[src/rtl/tw_ctrl_pkg.sv]
package tw_ctrl_pkg;
    localparam int BYTE_W     = 8;
    localparam int DEV_ADDR_W = 6;
    localparam int REG_ADDR_W = 7;
    localparam int DATA_W     = 16;

    typedef enum logic [2:0] {
        ST_IDLE,
        ST_ADDR,
        ST_SEL,
        ST_CMD,
        ST_WDATA,
        ST_RDATA
    } phase_e;

    typedef enum logic [1:0] {
        OP_NONE,
        OP_WRITE,
        OP_READ
    } op_e;

    typedef struct packed {
        logic [DEV_ADDR_W-1:0] dev;
        logic [1:0]            opbits;
    } addr_byte_t;

    typedef struct packed {
        logic [REG_ADDR_W-1:0] reg_addr;
        logic                  rd_flag;
    } cmd_byte_t;

    function automatic logic [DEV_ADDR_W-1:0] own_address(input logic sel);
        return sel ? 6'b101000 : 6'b001000;
    endfunction

    function automatic op_e decode_op(input logic [1:0] opbits);
        case (opbits)
            2'b10:   return OP_WRITE;
            2'b11:   return OP_READ;
            default: return OP_NONE;
        endcase
    endfunction
endpackage

[src/rtl/tw_sync.sv]
module tw_sync #(
    parameter int               WIDTH   = 3,
    parameter int               STAGES  = 2,
    parameter logic [WIDTH-1:0] RST_VAL = '0
) (
    input  logic             clk,
    input  logic             rst,
    input  logic [WIDTH-1:0] async_i,
    output logic [WIDTH-1:0] sync_o,
    output logic [WIDTH-1:0] rise_o,
    output logic [WIDTH-1:0] fall_o
);
    logic [STAGES:0][WIDTH-1:0] stage_q;

    always_ff @(posedge clk) begin
        if (rst) stage_q <= {(STAGES+1){RST_VAL}};
        else     stage_q <= {stage_q[STAGES-1:0], async_i};
    end

    assign sync_o = stage_q[STAGES-1];
    assign rise_o = stage_q[STAGES-1] & ~stage_q[STAGES];
    assign fall_o = ~stage_q[STAGES-1] & stage_q[STAGES];
endmodule

[src/rtl/tw_regfile.sv]
module tw_regfile
    import tw_ctrl_pkg::*;
#(
    parameter int NUM_REGS = 8
) (
    input  logic                       clk,
    input  logic                       rst,
    input  logic                       wr_en,
    input  logic [REG_ADDR_W-1:0]      wr_addr,
    input  logic [DATA_W-1:0]          wr_data,
    input  logic [REG_ADDR_W-1:0]      rd_addr,
    output logic [DATA_W-1:0]          rd_data,
    output logic                       rd_valid,
    output logic [NUM_REGS*DATA_W-1:0] regs_flat
);
    generate
        for (genvar r = 0; r < NUM_REGS; r++) begin : g_reg
            logic [DATA_W-1:0] q;
            always_ff @(posedge clk) begin
                if (rst)                                          q <= '0;
                else if (wr_en && wr_addr == REG_ADDR_W'(r))      q <= wr_data;
            end
            assign regs_flat[r*DATA_W +: DATA_W] = q;
        end
    endgenerate

    always_comb begin
        rd_data  = '0;
        rd_valid = 1'b0;
        for (int r = 0; r < NUM_REGS; r++) begin
            if (rd_addr == REG_ADDR_W'(r)) begin
                rd_data  = regs_flat[r*DATA_W +: DATA_W];
                rd_valid = 1'b1;
            end
        end
    end
endmodule

[src/rtl/tw_proto.sv]
module tw_proto
    import tw_ctrl_pkg::*;
(
    input  logic                  clk,
    input  logic                  rst,
    input  logic                  dev_sel_i,
    input  logic                  data_s_i,
    input  logic                  clk_rise_i,
    input  logic                  clk_fall_i,
    input  logic                  mode_s_i,
    input  logic                  mode_rise_i,
    input  logic                  mode_fall_i,
    input  logic [DATA_W-1:0]     rd_data_i,
    input  logic                  rd_valid_i,
    output logic                  wr_en_o,
    output logic [REG_ADDR_W-1:0] wr_addr_o,
    output logic [DATA_W-1:0]     wr_data_o,
    output logic [REG_ADDR_W-1:0] rd_addr_o,
    output logic                  sdo_o,
    output logic                  sdo_oe_o,
    output logic                  awake_o,
    output phase_e                phase_o
);
    localparam int         TX_BITS = 3 * BYTE_W;
    localparam logic [4:0] TX_LAST = 5'(TX_BITS);

    phase_e                phase_q;
    op_e                   op_q;
    logic                  awake_q;
    logic [2:0]            bit_q;
    logic [BYTE_W-1:0]     rx_q;
    logic [BYTE_W-1:0]     hi_q;
    logic                  odd_q;
    logic [4:0]            tx_q;
    logic [REG_ADDR_W-1:0] prep_q;

    logic [BYTE_W-1:0]     byte_in;
    logic                  byte_done;
    addr_byte_t            ab;
    cmd_byte_t             cb;
    logic [TX_BITS-1:0]    tx_vec;

    always_comb begin
        byte_in   = {data_s_i, rx_q[BYTE_W-1:1]};
        byte_done = (bit_q == 3'd7);
        ab        = addr_byte_t'(byte_in);
        cb        = cmd_byte_t'(byte_in);
        tx_vec    = {rd_data_i[7:0], rd_data_i[15:8], prep_q, ~rd_valid_i};
    end

    always_ff @(posedge clk) begin
        if (rst) begin
            phase_q   <= ST_IDLE;
            op_q      <= OP_NONE;
            awake_q   <= 1'b0;
            bit_q     <= '0;
            rx_q      <= '0;
            hi_q      <= '0;
            odd_q     <= 1'b0;
            tx_q      <= '0;
            prep_q    <= '0;
            wr_en_o   <= 1'b0;
            wr_addr_o <= '0;
            wr_data_o <= '0;
            sdo_o     <= 1'b0;
            sdo_oe_o  <= 1'b0;
        end else begin
            wr_en_o <= 1'b0;
            if (!awake_q) begin
                if (clk_rise_i) awake_q <= 1'b1;
            end else if (mode_fall_i) begin
                phase_q  <= ST_ADDR;
                bit_q    <= '0;
                sdo_oe_o <= 1'b0;
            end else if (mode_rise_i) begin
                bit_q    <= '0;
                tx_q     <= '0;
                odd_q    <= 1'b0;
                sdo_oe_o <= 1'b0;
                if (phase_q == ST_SEL && op_q == OP_WRITE)     phase_q <= ST_CMD;
                else if (phase_q == ST_SEL && op_q == OP_READ) phase_q <= ST_RDATA;
                else                                           phase_q <= ST_IDLE;
            end else if (clk_rise_i) begin
                rx_q  <= byte_in;
                bit_q <= bit_q + 3'd1;
                case (phase_q)
                    ST_ADDR: if (byte_done) begin
                        op_q <= decode_op(ab.opbits);
                        if (ab.dev == own_address(dev_sel_i) && decode_op(ab.opbits) != OP_NONE)
                            phase_q <= ST_SEL;
                        else
                            phase_q <= ST_IDLE;
                    end
                    ST_CMD: if (byte_done) begin
                        if (cb.rd_flag) begin
                            prep_q  <= cb.reg_addr;
                            phase_q <= ST_IDLE;
                        end else begin
                            wr_addr_o <= cb.reg_addr;
                            odd_q     <= 1'b0;
                            phase_q   <= ST_WDATA;
                        end
                    end
                    ST_WDATA: if (byte_done) begin
                        if (!odd_q) begin
                            hi_q  <= byte_in;
                            odd_q <= 1'b1;
                        end else begin
                            wr_en_o   <= 1'b1;
                            wr_data_o <= {hi_q, byte_in};
                            odd_q     <= 1'b0;
                        end
                    end
                    ST_RDATA: if (tx_q != TX_LAST) tx_q <= tx_q + 5'd1;
                    default: ;
                endcase
            end else if (clk_fall_i && phase_q == ST_RDATA && mode_s_i) begin
                if (tx_q != TX_LAST) begin
                    sdo_oe_o <= 1'b1;
                    sdo_o    <= tx_vec[tx_q];
                end else begin
                    sdo_oe_o <= 1'b0;
                end
            end
        end
    end

    assign rd_addr_o = prep_q;
    assign awake_o   = awake_q;
    assign phase_o   = phase_q;
endmodule

[src/rtl/tw_ctrl_slave.sv]
module tw_ctrl_slave
    import tw_ctrl_pkg::*;
#(
    parameter int NUM_REGS    = 8,
    parameter int SYNC_STAGES = 2
) (
    input  logic                       sys_clk,
    input  logic                       sys_rst,
    input  logic                       addr_sel_i,
    input  logic                       bus_clk_i,
    input  logic                       bus_mode_i,
    input  logic                       bus_data_i,
    output logic                       bus_data_o,
    output logic                       bus_data_oe_o,
    output logic [NUM_REGS*DATA_W-1:0] cfg_regs_o
);
    localparam int LINES = 3;

    logic [LINES-1:0] sync_v, rise_v, fall_v;
    logic             wr_en, rd_valid, awake;
    logic [REG_ADDR_W-1:0] wr_addr, rd_addr;
    logic [DATA_W-1:0]     wr_data, rd_data;
    phase_e           phase;
    logic             mode_s, clk_fall;

    tw_sync #(
        .WIDTH  (LINES),
        .STAGES (SYNC_STAGES),
        .RST_VAL(3'b110)
    ) i_sync (
        .clk    (sys_clk),
        .rst    (sys_rst),
        .async_i({bus_clk_i, bus_mode_i, bus_data_i}),
        .sync_o (sync_v),
        .rise_o (rise_v),
        .fall_o (fall_v)
    );

    assign mode_s   = sync_v[1];
    assign clk_fall = fall_v[2];

    tw_proto i_proto (
        .clk        (sys_clk),
        .rst        (sys_rst),
        .dev_sel_i  (addr_sel_i),
        .data_s_i   (sync_v[0]),
        .clk_rise_i (rise_v[2]),
        .clk_fall_i (clk_fall),
        .mode_s_i   (mode_s),
        .mode_rise_i(rise_v[1]),
        .mode_fall_i(fall_v[1]),
        .rd_data_i  (rd_data),
        .rd_valid_i (rd_valid),
        .wr_en_o    (wr_en),
        .wr_addr_o  (wr_addr),
        .wr_data_o  (wr_data),
        .rd_addr_o  (rd_addr),
        .sdo_o      (bus_data_o),
        .sdo_oe_o   (bus_data_oe_o),
        .awake_o    (awake),
        .phase_o    (phase)
    );

    tw_regfile #(.NUM_REGS(NUM_REGS)) i_regs (
        .clk      (sys_clk),
        .rst      (sys_rst),
        .wr_en    (wr_en),
        .wr_addr  (wr_addr),
        .wr_data  (wr_data),
        .rd_addr  (rd_addr),
        .rd_data  (rd_data),
        .rd_valid (rd_valid),
        .regs_flat(cfg_regs_o)
    );
endmodule

[config.mk]
export PLATFORM = sky130hd
export DESIGN_NAME = tw_ctrl_slave
export DESIGN_NICKNAME = d
export VERILOG_FILES = /design/src/rtl/tw_ctrl_pkg.sv /design/src/rtl/tw_sync.sv /design/src/rtl/tw_regfile.sv /design/src/rtl/tw_proto.sv /design/src/rtl/tw_ctrl_slave.sv
export SDC_FILE = /design/constraint.sdc
export NUM_CORES = 1
export LEC_CHECK = 0
export ABC_AREA = 0
export CAP_MARGIN = 15
export CELL_PAD_IN_SITES_DETAIL_PLACEMENT = 0
export CELL_PAD_IN_SITES_GLOBAL_PLACEMENT = 1
export CORE_ASPECT_RATIO = 1.5
export CORE_MARGIN = 2
export CORE_UTILIZATION = 41
export CTS_CLUSTER_SIZE = 12
export DETAILED_ROUTE_END_ITERATION = 7
export GPL_TIMING_DRIVEN = 1
export PLACE_DENSITY = 0.78
export RECOVER_POWER = 25
export SETUP_SLACK_MARGIN = 0.02
export SLEW_MARGIN = 40
export SYNTH_ARGS = -nofsm -noshare
export SYNTH_HDL_FRONTEND = slang
export SYNTH_SLANG_ARGS = --single-unit
export TNS_END_PERCENT = 20
[constraint.sdc]
create_clock -name sys_clk -period 2.9 [get_ports sys_clk]
set_input_delay 0.725 -clock sys_clk [delete_from_list [all_inputs] [get_ports sys_clk]]
set_output_delay 0.725 -clock sys_clk [all_outputs]
set_load 0.005 [all_outputs]
## Yosys cells after proc, flatten, opt, wreduce, memory -nomap -nowiden

Index checks and enable logic that the tools add are counted.

- Flip-flop bits (word level): 201
- Input port bits: 6
- Output and inout bits: 130
- Logic and storage cells: 168

- $add $sub $neg: 2
- Magnitude comparators: 1
- Eq/ne operators: 32
- Mux-type cells: 59
- Bitwise gates (word level): 13
- Reduce and logical (&&, ||, !) cells: 36

Operators with widths:

| kind | number |
|---|---|
| $mux W16 | 8 |
| $eq A7 B3 Y1 const B | 8 |
| $reduce_and A7 Y1 | 5 |
| $mux W3 | 11 |
| $eq A7 B2 Y1 const B | 4 |
| $mux W1 | 23 |
| $mux W5 | 4 |
| $mux W2 | 8 |
| $eq A7 B1 Y1 const B | 2 |
| $logic_not A7 Y1 | 2 |
| $logic_and A1 B1 Y1 | 13 |
| $reduce_and A6 Y1 | 2 |
| $reduce_and A5 Y1 | 2 |
| $eq A3 B3 Y1 const B | 3 |
| $not A1 Y1 | 9 |
| $reduce_bool A3 Y1 | 3 |
| $ne A4 B3 Y1 const B | 2 |
| $reduce_bool A2 Y1 | 4 |
| $reduce_or A7 Y1 | 1 |
| $and A3 B3 Y3 | 2 |
| $eq A2 B2 Y1 const B | 3 |
| $eq A3 B2 Y1 const B | 2 |
| $eq A6 B6 Y1 | 1 |
| $lt A5 B6 Y1 const B | 1 |
| 17 further kinds | 20 |

## Logic depth before layout (Yosys ltp)

Gate-level depths: netlist of the first run.

- Depth in word-level cells: 17
- Depth in mapped cells: 10
- Depth with buffers taken out: 8

## Hierarchy

From an unflattened synthesis of the first run, not the netlist that was laid out.

- Cells, all modules: 935
- Area, all modules: 9396.5 um2

By module, submodules not included:

| module | times used | cells an instance | area each (um2) | seq. area each (um2) |
|---|---|---|---|---|
| tw_regfile | 1 | 605 | 6256.0 | 2562.5 |
| tw_proto | 1 | 303 | 2844.0 | 1261.2 |
| tw_sync | 1 | 27 | 296.5 | 180.2 |

## Worst setup path after synthesis of the first run

Ideal clock, no wire load.

- Kind: reg-to-reg
- From: reg i_sync.stage_q, in the netlist i_sync.sync_o[1]
- To: reg i_proto.wr_addr_o[6]
- Library setup time: 0.128 ns
- Arrival: 1.856 ns
- Required time: 2.772 ns
- Slack: 0.917 ns
- Cell stages (with the launch flop): 9
- Path buffers: 1
- Period minus slack after synthesis: 1.983 ns
- Cells stage by stage: dfxtp_1 > inv_1 > ha_1 > clkbuf_1 > nand2b_1 > or3_4 > nor3_4 > mux2i_1 > nor2_1

- Longest elaborated chain between the ends: 4
- Elaborated cells on any way between the ends: 6
- Classes of those cells: bitwise (5); reduce/logical (1)

RTL lines:

| item | RTL line | RTL |
|---|---|---|
| from (decl) | tw_sync.sv:13 | `logic [STAGES:0][WIDTH-1:0] stage_q;` |
| from (signal assigned) | tw_sync.sv:16 | `if (rst) stage_q <= {(STAGES+1){RST_VAL}};` |
| from (signal assigned) | tw_sync.sv:17 | `else stage_q <= {stage_q[STAGES-1:0], async_i};` |
| $not A3 Y3 | tw_sync.sv:22 | `assign fall_o = ~stage_q[STAGES-1] & stage_q[STAGES];` |
| $and A3 B3 Y3 | tw_sync.sv:22 |  |
| $not A1 Y1 (no line) | n/a |  |
| $reduce_and A7 Y1 (no line) * | n/a |  |
| to (signal assigned) | tw_proto.sv:99 | `wr_addr_o <= cb.reg_addr;` |
| to (decl) | tw_proto.sv:16 | `output logic [REG_ADDR_W-1:0] wr_addr_o,` |

Mark *: on every way between the ends. The rest lies on a longest branch, timed or not.
A chain may end at the register's enable or synchronous reset.

## Final worst setup path of the first run

- From: in sys_rst
- To: reg i_proto.wr_data_o[9]

RTL lines:

| item | RTL line | RTL |
|---|---|---|
| from (decl) | tw_ctrl_slave.sv:8 | `input logic sys_rst,` |
| to (signal assigned) | tw_proto.sv:110 | `wr_data_o <= {hi_q, byte_in};` |
| to (decl) | tw_proto.sv:17 | `output logic [DATA_W-1:0] wr_data_o,` |

No word-level cell between the ends.

==> results.ini, run 1 <==
[status]
outcome = complete, no violations

[routing]
drt_wl_total_mm = 29.01
firstDrtPassIters = 5
drtIter0Drc = 592
drc_errors = 0
vias_per_cell = 5.520
wl_per_cell_um = 20.62
route.antenna.remaining_nets = 0
vias = 7767

[yosys]
synth_ff_type = dfxtp_1
netlist.top_cell.by_area = dfxtp_1
synth-edff-count = 0
seq_area_frac_synth_pct = 44.40
synthesis.nets = 1045
yosysTopAreaCellShare_pct = 44.40
ys_warn_count = 0
synthArstFlopShare_pct = 0
synthDistinctLibCells = 73
synth_cells = 1033
synth_area_per_cell_sq_um = 8.686
synth_area_sq_um = 8972
ys_ff_latch = 199
synth_area_leaders = dfxtp_1 44%, nand2_1 9.8%, mux2i_1 9.6%, a21oi_1 6.9%, nor2_1 4.4%

[sta]
fin_worst_skew_ps = 11.97
worst_pin_slew_ps = 1309
fin_crit_sh_pct = 82.56
drv_slew = 0
rsz0062_at_grt = false
fmax_mhz = 417.7
setup_viol = 0
fin_setup_tns_ps = 0
min_period_ps = 2394
slew_headroom_pct = 12.71
hold_violations = 0

[grt]
overflow = 0
grt_util_all_layers_pct = 25.18
antenna_found_initial = 0
grt_pass1_wl_mm = 44.27
grt_max_degree = 77
grt_pass1_vias = 7466

[clock_tree]
clk_pin_slew_ps = 70
cts-resized-gates = 0
clock_sinks = 199
ctsLongestPathBuffers = 2
insertion_delay_ps = 450
cts_hold_buf = 0
cts_tree = yes
cts_setup_buffers = 0
cts_root_buffer = clkbuf_16
cts_buffers = 17
htree_levels = 4

[floorplan]
dieArea_sq_um = 23110
rows = 66
io_pins = 136
die_w_um = 124.8
start_util_pct = 41.63
chipHeight_um = 185.2
core_sq_um = 21550

[worst_setup_path]
critPathKind = in2reg
worstSetupEndpointType = flip-flop
cp.arrival_ps = 2690
crit_fanout = 76
reg2regPathDepth = 7
crit_chain = clkbuf_2 > clkbuf_4 > nor2_1
crit_required_ps = 3200
crit_path_max_incr_delay_ps = 920
worst_path_max_delay_cell = clkbuf_4
start_kind = primary input

[worst_hold_path]
hp-class = reg2reg
holdPathStages = 1

[pwr]
leakage_nw = 3.534
power_density_nw_per_um2 = 471.1
ir_drop_uv = 366.8

[job]
cap_violations = 0

[placement]
place_congestion = 0.8955
portBuffers = 135
place_inst = 1375
post-dp-hpwl_mm = 20.65

[final_layout]
n_antenna_cell = 0
layout-drive-gt1-share_pct = 8.458
final_cell_count_no_fill = 1407
fillers = 2078
area_delta_synth_final_pct = 21.85
fin_nets = 1134

==> cell families after synthesis <==
| logic type | synth area share (%) |
|---|---|
| buf+inv | 5.466 |
| simple gates | 22.65 |
| flops | 44.40 |
| xor+xnor | 0.4881 |
| compound gates | 11.21 |
| mux | 14.95 |
| fa+ha+maj | 0.8367 |
==> worst max-delay path: cells and delay by family <==
family                 cells  cell delay [ps]
buffers and inverters      2             1770
and+or+nand+nor            1              130
==> registers in the layout, summed over array words and instances, names as in the netlist, 3 cells and up <==
name,count
i_proto.phase_o,3
i_proto.wr_addr_o,7
i_sync.sync_o,3
i_sync.stage_q,5
i_proto.rd_addr_o,7
i_proto.rx_q,7
i_proto.tx_q,5
i_proto.hi_q,8
i_regs.g.q,128
i_proto.wr_data_o,16
i_proto.bit_q,3
==> placed cells by master, fill, tap and decap left out, types with 9 or more instances in the layout <==
master | synthesis | routed
o21ai_0 | 18 | 18
nor2b_1 | 9 | 9
mux2i_1 | 86 | 86
nand3_1 | 12 | 13
buf_4 | 11 | 20
dfxtp_1 | 199 | 197
nor2_1 | 105 | 106
nand2_1 | 234 | 234
clkdlybuf4s50_1 | 0 | 131
clkbuf_16 | 0 | 17
a21oi_1 | 123 | 123
==> cells in the mapped netlist, types with 5 or more instances <==
| cell | n |
|---|---|
| nand2_1 | 234 |
| dfxtp_1 | 199 |
| a21oi_1 | 123 |
| nor2_1 | 105 |
| mux2i_1 | 86 |
| clkbuf_1 | 52 |
| o21ai_0 | 18 |
| buf_2 | 14 |
| nand3_1 | 12 |
| buf_4 | 11 |
| nor2b_1 | 9 |
| mux2_2 | 8 |
| mux4_1 | 8 |
| mux4_2 | 8 |
| nand2b_1 | 8 |
| or2_2 | 8 |
| buf_6 | 7 |
| ha_1 | 6 |
| inv_1 | 6 |
| nor3_1 | 6 |
| nor3b_1 | 6 |
| nand3b_1 | 5 |
| o211ai_1 | 5 |
| o22ai_1 | 5 |
==> report_power, final <==
group / total, mW / internal [mW] / switching, mW
registers: 2.74 / 2.74 / 0.00495
clock network: 2.34 / 1.20 / 1.13
logic: 0.0742 / 0.0180 / 0.0562
==> metal layers <==
layer | GRT usage (%) | part of all wire (%) | vias up
met5 | 0 | 0 | -
met4 | 14.65 | 5.0 | 0
met3 | 3.408 | 4.3 | 63
met2 | 44.26 | 51 | 234
met1 | 29.36 | 40 | 3775
li1 | - | - | 3695
==> cell type report <==
type | count | area, sq um | share of cell area [%]
clock inverters | 15 | 146.4 | 1.339
repair buffers | 158 | 1529 | 13.98
inverters | 6 | 22.52 | 0.2060
flip-flops and latches | 199 | 3986 | 36.46
well taps | 272 | 340.3 | 3.113
multi-input cells | 740 | 4483 | 41.00
clock buffers | 17 | 425.4 | 3.891
==> worst paths after layout <==
check / startpoint / to / slack [ps]
max: sys_rst / i_proto.wr_data_o[9]$_SDFFE_PP0P_ / 510
min: i_sync.stage_q[2]$_SDFF_PP1_ / i_sync.sync_o[2]$_SDFF_PP1_ / 410
max reg2reg: i_sync.stage_q[7]$_SDFF_PP1_ / i_proto.op_q[0]$_SDFFE_PP0P_ / 540
min reg2reg: i_sync.stage_q[2]$_SDFF_PP1_ / i_sync.sync_o[2]$_SDFF_PP1_ / 410
==> per-stage QoR <==
step | cell area, sq um | power (mW) | util, % | setup WS (ps) | hold slack, ps
finish | 10930 | 5.150 | 50.73 | 505.7 | 412.4
global route | 10930 | 5.296 | 50.73 | 300.2 | 449.9
CTS | 10980 | 5.193 | 50.94 | 556.8 | 412.9
detailed placement | 10410 | 2.883 | 48.29 | 574.8 | 395.5
global placement | 10410 | 2.882 | 48.29 | 636.8 | 391.3
floorplan | 8972 | 2.856 | - | 916.7 | 389.5
Power figures use the tool's default switching activity.
==> run 2, diff against run 1 <==
CORE_UTILIZATION = 37   (was 41)
PLACE_DENSITY = 0.74   (was 0.78)
clock period = 2.1 ns   (was 2.9 ns; I/O delays follow)
==> results.ini, run 2 (same netlist as run 1, synthesis figures left out) <==
[status]
outcome = complete, no violations

[worst_setup_path]
cp.arrival_ps = 2320  ; -370 ps
start_kind = flip-flop
worstSetupEndpointType = flip-flop
critPathKind = reg2reg
crit_required_ps = 2430  ; -770 ps
crit_fanout = 19  ; -75%

[sta]
slew_headroom_pct = 52.02  ; +39 points
drv_slew = 0  ; unchanged
worst_pin_slew_ps = 719.7  ; -589.6 ps
timing.final.ws_setup_ps = 111.2  ; -394.5 ps
setup_viol = 0  ; unchanged
fmax_mhz = 502.8
holdWs_ps = 409.9  ; -2.507 ps
min_period_ps = 1989
rsz0062_at_grt = true
hold_violations = 0  ; unchanged
fin_worst_skew_ps = 13.24  ; +1.276 ps
fin_crit_sh_pct = 94.71

[final_layout]
reg_top3 = i_regs.g.q (128), i_proto.wr_data_o (16), i_proto.hi_q (8)
final_core_util_pct = 48.43  ; -2.3 points
area_delta_synth_final_pct = 28.14
layout-drive-gt1-share_pct = 12.72  ; +4.3 points
top_register = i_regs.g.q
n_antenna_cell = 0  ; unchanged
largest_register_ff_count = 128  ; unchanged
layout_commonest_cell = nand2_1
final_cell_mix = 233 x nand2_1, 195 x dfxtp_1, 123 x a21oi_1
fin_nets = 1178  ; +3.9%
final_cell_count_no_fill = 1498  ; +6.5%

[floorplan]
rows = 69  ; +4.5%
io_pins = 136  ; unchanged
chipHeight_um = 194.7  ; +5.2%
start_util_pct = 37.79  ; -3.8 points
dieArea_sq_um = 25540  ; +11%
core_sq_um = 23740  ; +10%
die_w_um = 131.1  ; +5.1%

[routing]
firstDrtPassIters = 5  ; unchanged
route.antenna.remaining_nets = 0  ; unchanged
drc_errors = 0  ; unchanged
wl_per_cell_um = 19.27  ; -6.5%
drt_wl_total_mm = 28.87  ; -0.49%
drtIter0Drc = 614  ; +3.7%
vias = 7786  ; +0.24%
vias_per_cell = 5.198  ; -5.8%

[grt]
overflow = 0  ; unchanged
grt-busiest-layer = met2
grt_max_degree = 81  ; +5.2%
use_met3_pct = 3.469  ; +0.061 points
grt_util_all_layers_pct = 22.30  ; -2.9 points
grt_pass1_wl_mm = 43.83  ; -1.0%
antenna_found_initial = 0  ; unchanged
grt_pass1_vias = 7322  ; -1.9%
grt_util_met1_pct = 25.60  ; -3.8 points
met2_usage_pct = 41.60  ; -2.7 points

[clock_tree]
cts_hold_buf = 0  ; unchanged
insertion_delay_ps = 450  ; about the same
clk_pin_slew_ps = 80  ; about the same
clock_sinks = 199  ; unchanged
htree_levels = 4  ; unchanged
ctsLongestPathBuffers = 2  ; unchanged
cts_root_buffer = clkbuf_16
cts_tree = yes
cts_buffers = 17  ; unchanged

[worst_hold_path]
hp-class = reg2reg

[job]
cap_violations = 0  ; unchanged

[pwr]
power_density_nw_per_um2 = 619.2  ; +31%
leakage_nw = 3.839  ; +8.6%
ir_drop_uv = 541.3  ; +48%
power_mw = 7.119  ; +38%

[placement]
portBuffers = 135  ; unchanged
post-dp-hpwl_mm = 21.19  ; +2.6%
place_inst = 1459  ; +6.1%
place_congestion = 0.9363  ; +4.6%
dp_slack_ps = -3.665  ; -578.5 ps

## run 2: critical path: stages, from the launching register on
cell and delay [ps]:
dfxtp_4 390, buf_12 180, or2b_1 320, o221ai_1 190
o21ai_0 150, a31oi_1 200, a311oi_1 80, o31ai_2 250
o31ai_1 100
## run 2: power breakdown
group / switching (mW) / internal [mW]
combinational: 0.0817 / 0.0344
sequential: 0.00549 / 3.77
clock: 1.62 / 1.61
total: 1.70 / 5.41
## run 2: stage by stage
step	area [sq um]	setup TNS (ps)
after global routing	11500	0
after global placement	10830	0
after detailed placement	10830	-3.665
final	11500	0
after CTS	11410	0
after floorplan	8972	0
## run 2: final cells by class
| cell class | count | area (sq um) |
|---|---|---|
| Clock buffer | 18 | 439.2 |
| Clock inverter | 14 | 128.9 |
| Fill cell | 2304 | 12240 |
| Inverter | 6 | 22.52 |
| Multi-Input combinational cell | 740 | 4512 |
| Sequential cell | 199 | 3994 |
| Tap cell | 319 | 399.1 |
| Timing Repair Buffer | 202 | 2002 |
## run 2: final timing paths
path / to / startpoint / slack, ps / cells after the start
worst min-delay path: i_sync.sync_o[1]$_SDFF_PP1_ / i_sync.stage_q[1]$_SDFF_PP1_ / 410 / 1
worst max-delay path: i_proto.sdo_o$_SDFFE_PP0P_ / i_proto.rd_addr_o[0]$_SDFFE_PP0P_ / 110 / 8
worst max register to register: i_proto.sdo_o$_SDFFE_PP0P_ / i_proto.rd_addr_o[0]$_SDFFE_PP0P_ / 110 / 8
worst min register to register: i_sync.sync_o[1]$_SDFF_PP1_ / i_sync.stage_q[1]$_SDFF_PP1_ / 410 / 1
## run 2: metal layers
metal / routed length [um] / part of all wire [%] / vias to the layer above
met4: 813 / 2.8 / 0
met1: 11490 / 40 / 3727
met2: 15430 / 53 / 219
met5: 0 / 0 / -
met3: 1144 / 4.0 / 54
li1: - / - / 3786
## run 2: repair_timing
item | 4_1_cts | 5_1_grt
setup endpoints to repair | 1 | 12
cloned | 0 | 1
pin swaps | 0 | 2
gates resized for setup | 2 | 20
endpoints found under the hold margin | 0 | 0
buffers inserted | 0 | 6
